`src/rtl/ser_pkg.sv`:
```
// Shared constants for the serializer blocks.
package ser_pkg;
    // Level driven on the serial outputs when no word is in flight.
    localparam logic IDLE_LVL = 1'b1;
endpackage

```
`src/rtl/ser_word_shifter.sv`:
```
// Captures a word on a strobe and shifts it out one bit per clock,
// least significant bit first. Assumes WORD_W >= 2. An early strobe
// reloads the word. When no bits remain, the output idles at IDLE_LVL.
module ser_word_shifter
    import ser_pkg::*;
#(
    parameter int WORD_W = 10
) (
    input  logic              clk,
    input  logic              rst_n,
    input  logic              load,
    input  logic [WORD_W-1:0] word_in,
    output logic              bit_out
);
    localparam int CNT_W = $clog2(WORD_W + 1);
    localparam logic [CNT_W-1:0] FULL_CNT = CNT_W'(WORD_W);

    logic [WORD_W-1:0] sh_q;
    logic [CNT_W-1:0]  rem_q;

    // Load a new word on the strobe, otherwise move the next bit down.
    always_ff @(posedge clk) begin
        if (!rst_n) begin
            sh_q  <= {WORD_W{IDLE_LVL}};
            rem_q <= '0;
        end else if (load) begin
            sh_q  <= word_in;
            rem_q <= FULL_CNT;
        end else if (rem_q != '0) begin
            sh_q  <= {IDLE_LVL, sh_q[WORD_W-1:1]};
            rem_q <= rem_q - 1'b1;
        end
    end

    // Present the current bit while a word is in flight, else idle.
    assign bit_out = (rem_q != '0) ? sh_q[0] : IDLE_LVL;

    // a strobe always arms a full word.
    a_r1_load_full: assert property (@(posedge clk) disable iff (!rst_n)
        load |=> rem_q == FULL_CNT);

    // next bit comes from the next higher position.
    a_r2_lsb_order: assert property (@(posedge clk) disable iff (!rst_n)
        (!load && rem_q > 1) |=> sh_q[0] == $past(sh_q[1]));

    // count never exceeds the word width.
    a_r3_count_range: assert property (@(posedge clk) disable iff (!rst_n)
        rem_q <= FULL_CNT);

    // with nothing left to send, the stream sits at idle.
    a_r9_idle_level: assert property (@(posedge clk) disable iff (!rst_n)
        (rem_q == '0) |-> bit_out == IDLE_LVL);
endmodule

```
`src/rtl/ser_bit_delay.sv`:
```
// Fixed delay line of DEPTH registers on the serial stream. It sets the
// number of bit times from capture to the first bit. Assumes DEPTH >= 1.
// Resets to IDLE_LVL.
module ser_bit_delay
    import ser_pkg::*;
#(
    parameter int DEPTH = 4
) (
    input  logic clk,
    input  logic rst_n,
    input  logic d_in,
    output logic d_out
);
    logic [DEPTH-1:0] pipe_q;

    generate
        if (DEPTH == 1) begin : g_single
            // Single stage: register the bit.
            always_ff @(posedge clk) begin
                if (!rst_n) pipe_q <= {DEPTH{IDLE_LVL}};
                else        pipe_q <= d_in;
            end
        end else begin : g_chain
            // Multi stage: move every bit one stage along.
            always_ff @(posedge clk) begin
                if (!rst_n) pipe_q <= {DEPTH{IDLE_LVL}};
                else        pipe_q <= {pipe_q[DEPTH-2:0], d_in};
            end
        end
    endgenerate

    assign d_out = pipe_q[DEPTH-1];
endmodule

```
`src/rtl/ser_line_select.sv`:
```
// Steers the delayed stream. The wrap output always carries it. The
// line output carries it unless loopback parks the line at IDLE_LVL.
module ser_line_select
    import ser_pkg::*;
(
    input  logic stream_in,
    input  logic loop_en,
    output logic line_out,
    output logic wrap_out
);
    // Route the stream to the line or park the line.
    always_comb begin
        line_out = loop_en ? IDLE_LVL : stream_in;
        wrap_out = stream_in;
    end
endmodule

```
`src/rtl/ser10_lsb_tx.sv`:
```
// Top level of the 10-bit serializer. The byte strobe stands in for the
// byte clock edge and is sampled in the bit clock domain. Assumes
// LAT_BITS >= 1 and input words already line-coded.
module ser10_lsb_tx #(
    parameter int WORD_W   = 10,
    parameter int LAT_BITS = 4
) (
    input  logic              clk,
    input  logic              rst_n,
    input  logic              byte_stb,
    input  logic [WORD_W-1:0] tx_word,
    input  logic              loop_en,
    output logic              line_out,
    output logic              wrap_out
);
    logic shift_bit;
    logic delayed_bit;

    ser_word_shifter #(.WORD_W(WORD_W)) shifter_i (
        .clk     (clk),
        .rst_n   (rst_n),
        .load    (byte_stb),
        .word_in (tx_word),
        .bit_out (shift_bit)
    );

    ser_bit_delay #(.DEPTH(LAT_BITS)) delay_i (
        .clk   (clk),
        .rst_n (rst_n),
        .d_in  (shift_bit),
        .d_out (delayed_bit)
    );

    ser_line_select select_i (
        .stream_in (delayed_bit),
        .loop_en   (loop_en),
        .line_out  (line_out),
        .wrap_out  (wrap_out)
    );

    // without loopback the line mirrors the wrapped stream.
    a_r5_line_follows: assert property (@(posedge clk) disable iff (!rst_n)
        !loop_en |-> line_out == wrap_out);

    // with loopback the line is parked high.
    a_r6_line_parked: assert property (@(posedge clk) disable iff (!rst_n)
        loop_en |-> line_out);
endmodule

```
`config.mk`:
```
export PLATFORM = sky130hd
export DESIGN_NAME = ser10_lsb_tx
export DESIGN_NICKNAME = d
export VERILOG_FILES = /design/src/rtl/ser_pkg.sv /design/src/rtl/ser_word_shifter.sv /design/src/rtl/ser_bit_delay.sv /design/src/rtl/ser_line_select.sv /design/src/rtl/ser10_lsb_tx.sv
export SDC_FILE = /design/constraint.sdc
export NUM_CORES = 1
export LEC_CHECK = 0
export BUFFER_PORTS_ARGS = -buffer_cell sky130_fd_sc_hd__buf_2
export CAP_MARGIN = 20
export CORE_MARGIN = 2
export CORE_UTILIZATION = 25
export CTS_CLUSTER_SIZE = 24
export DETAILED_ROUTE_END_ITERATION = 10
export GPL_ROUTABILITY_DRIVEN = 0
export PLACE_DENSITY = 0.4
export SLEW_MARGIN = 20
export SYNTH_ARGS = -nofsm -noshare
export SYNTH_HDL_FRONTEND = slang
export SYNTH_SLANG_ARGS = --single-unit
export TNS_END_PERCENT = 50
```
`constraint.sdc`:
```
create_clock -name clk -period 1.9 [get_ports clk]
set_input_delay 0.095 -clock clk [delete_from_list [all_inputs] [get_ports clk]]
set_output_delay 0.095 -clock clk [all_outputs]
set_load 0.02 [all_outputs]
```
==> run metrics <==
status=finished clean; Skew-Pair Late Insertion Delay=0.29 ns; Clock Power Share=between 20% and 30%; fin crit share=between 80% and 90%; Die Span Y=around 60 um; post-synthesis sequential area ratio=around 45%; FP Rows=20; post-route minimum period=~1.6 ns; switching power total=roughly 0.00018 W; I/O Buffers=15; crit path buf inv count=0; final core occ=just over 30%; H-tree levels=1; Yosys Warn Count=0; DR WL/cell=between 10 and 15 um; max-slew violation count=0; data required time of the critical path=2.07 ns; # clock sinks=18; Reg-to-Reg Start=shifter_i.rem_q[1]; Setup crit end kind=flip-flop; syn_nets=94; Slew @ Worst Pin=~0.44 ns; Initial Util=a little over a quarter; Die X=approximately 61 um; Avg Synthesized Cell Area=~10 um^2; clk buf depth=2; VDD IR max=277 uV; number of diodes=0; Syn-to-layout area delta=16.4%; hold path depth=3; overall routing resource usage=under 10%; Synth Instances=80; post-route ant nets=0; # Post-CTS Setup Buffers=0; layout cell share with drive strength beyond 1=a little under a third; # resized after CTS=0; clock transition at the registers of the reported paths=roughly 0.1 ns; hold bufs inserted after CTS=0; TritonCTS Buffers=3; global route overflow=0; vias in the first global route=~610; Arrival @ worst endpoint=roughly 1.7 ns; core area=between 3000 and 4000 um^2; Final HPWL DP=1010 um; number of max-cap violations=0; r2r endpoint=shifter_i.sh_q[0]; Int Pwr=just over 0.0005 W; final setup TNS=0 ns; Routed WL=~1500 um; Die ar.=3670 um^2; final setup violation count=0; TritonCTS clock tree=yes; CP max FO=6; power share of the combinational group=roughly 13%; DR iter-0 viols=13; Nets=108; CP startpoint kind=flip-flop; vias=around 620; PwrDens=roughly 750 nW/um^2; maximum clock rate=between 0.6 and 0.7 GHz; Synth Register Bits=18; clock root cell=clkbuf_4; DR pass1 iterations=4; Distinct cells, synth=23; pre-CTS WS=around 0.34 ns; worst clock skew=between 0.003 and 0.004 ns; flop2flop setup slack=about 0.34 ns; mapped cell area=about 800 um^2; Lkg Pwr=0.341 nW; Final WS setup=0.345 ns; Post-route DRC=0; largest net degree at the start of global routing=29; max incr delay on CP=between 0.6 and 0.7 ns; initial antenna violation count=0; crit-path leading delay family=simple AND/OR/NAND/NOR gates; Sw Ratio=around a quarter; post-DR vias/cell=~4.6; critical-path cell list=or4_1 > nor4b_2 > a221oi_1; global-route wire length before repair=2590 um; IO Count=16; worst hold start=tx_word[3]; Slew HR=a little over two thirds; CP Class=flip-flop to flip-flop; sequential group share of total power=between 50% and 60%; R2R depth=3; Critical-path top delay cell=or4_1; RSZ-0062 raised after global routing=false; final hold vios=0; hold path endpoint=shifter_i.sh_q[3]; HP Class=input port to flip-flop
[cell type report]
cell class,instances,area [um^2]
fillers,348,2120
multi-input cells,50,393
flip-flops and latches,18,360
repair buffers,16,82.6
well taps,44,55.1
clock buffers,3,22.5
inverters,5,18.8
[flip-flops by register name, indices dropped and copies added (netlist names)]
signal and flops:
delay_i.pipe_q 4, shifter_i.rem_q 4, shifter_i.sh_q 10
[tightest hold or removal path: stages]
cell	delay, ns
buf_2	0.10
inv_1	0.04
a31oi_1	0.06
[how the worst max path moves through the flow]
stage	from	end	slack [ns]	cells after the start
floorplan	shifter_i.rem_q[1]	shifter_i.sh_q[0]	0.47	4
global placement	shifter_i.rem_q[1]	shifter_i.sh_q[0]	0.39	3
detailed placement	shifter_i.rem_q[1]	shifter_i.sh_q[0]	0.34	3
CTS	shifter_i.rem_q[1]	shifter_i.sh_q[0]	0.33	3
global route	shifter_i.rem_q[1]	shifter_i.sh_q[0]	0.23	3
finish	shifter_i.rem_q[1]	shifter_i.sh_q[0]	0.34	3
[logic make-up after synthesis]
logic type | count (synthesis) | share of synthesized area, %
multiplexers | 5 | 7.03
AO/OA/AOI/OAI | 17 | 14.5
flip-flops | 18 | 45.0
AND/OR/NAND/NOR | 28 | 27.5
buffers and inverters | 12 | 5.94
[power by group through the flow]
stage	clock network (W)	registers, W	logic [W]
2_1_floorplan	0	0.000419	0.0000705
3_3_place_gp	0	0.000421	0.0000954
3_5_place_dp	0	0.000422	0.0000962
4_1_cts	0.000205	0.000414	0.0000962
5_1_grt	0.000224	0.000417	0.000107
6_report	0.000192	0.000414	0.0000937
[cell usage in the layout (no fill, tap or decap)]
cell and n:
o31a_2 1, nor2_1 1, o21a_1 1, nor4b_2 2
buf_2 15, nor3_1 2, nand3b_1 2, buf_4 1
nor4_4 1, nor2b_1 5, o21ai_0 3, a21boi_0 1
nor4b_1 2, mux2_2 5, nor3b_1 7, or2_2 1
or4_1 1, a21oi_1 2, inv_1 5, dfxtp_1 18
clkbuf_4 3, a31oi_1 5, nand2b_1 4, a221oi_1 4
[routing by layer]
| metal | wire length (um) | GRT usage (%) | vias to the layer above |
|---|---|---|---|
| met3 | 63 | 2.56 | 2 |
| met2 | 697 | 16.0 | 13 |
| li1 | - | - | 316 |
| met5 | 0 | 0 | - |
| met1 | 749 | 11.5 | 288 |
| met4 | 18 | 6.52 | 0 |
[cells in the mapped netlist]
| cell | count | area share, % |
|---|---|---|
| a31oi_1 | 5 | 3.9 |
| nor4b_1 | 2 | 2.2 |
| a21oi_1 | 2 | 1.3 |
| clkbuf_1 | 5 | 2.3 |
| dfxtp_1 | 18 | 45 |
| nor3_1 | 2 | 1.3 |
| buf_2 | 2 | 1.3 |
| mux2_2 | 5 | 7.0 |
| o31a_2 | 1 | 1.3 |
| nor3b_1 | 7 | 6.6 |
| nand2b_1 | 4 | 3.1 |
| or4_1 | 1 | 0.94 |
| or2_2 | 1 | 0.78 |
| nor4_4 | 1 | 2.7 |
| o21ai_0 | 3 | 1.9 |
| a21boi_0 | 1 | 0.94 |
| a221oi_1 | 4 | 4.4 |
| nor2_1 | 1 | 0.47 |
| inv_1 | 5 | 2.3 |
| nor4b_2 | 2 | 3.8 |
| o21a_1 | 1 | 0.94 |
| nand3b_1 | 2 | 1.9 |
| nor2b_1 | 5 | 3.9 |
[metrics by stage]
| stage | std cells | area (um^2) | total power (W) | hold WS (ns) |
|---|---|---|---|---|
| 2_1_floorplan | 80 | 801 | 0.000490 | 0.238 |
| 3_3_place_gp | 133 | 910 | 0.000517 | 0.349 |
| 3_5_place_dp | 133 | 910 | 0.000518 | 0.350 |
| 4_1_cts | 136 | 932 | 0.000714 | 0.0192 |
| 5_1_grt | 136 | 932 | 0.000748 | 0.0262 |
| 6_report | 136 | 932 | 0.000699 | 0.0317 |
Note: power is estimated with default switching activity, not from simulation.
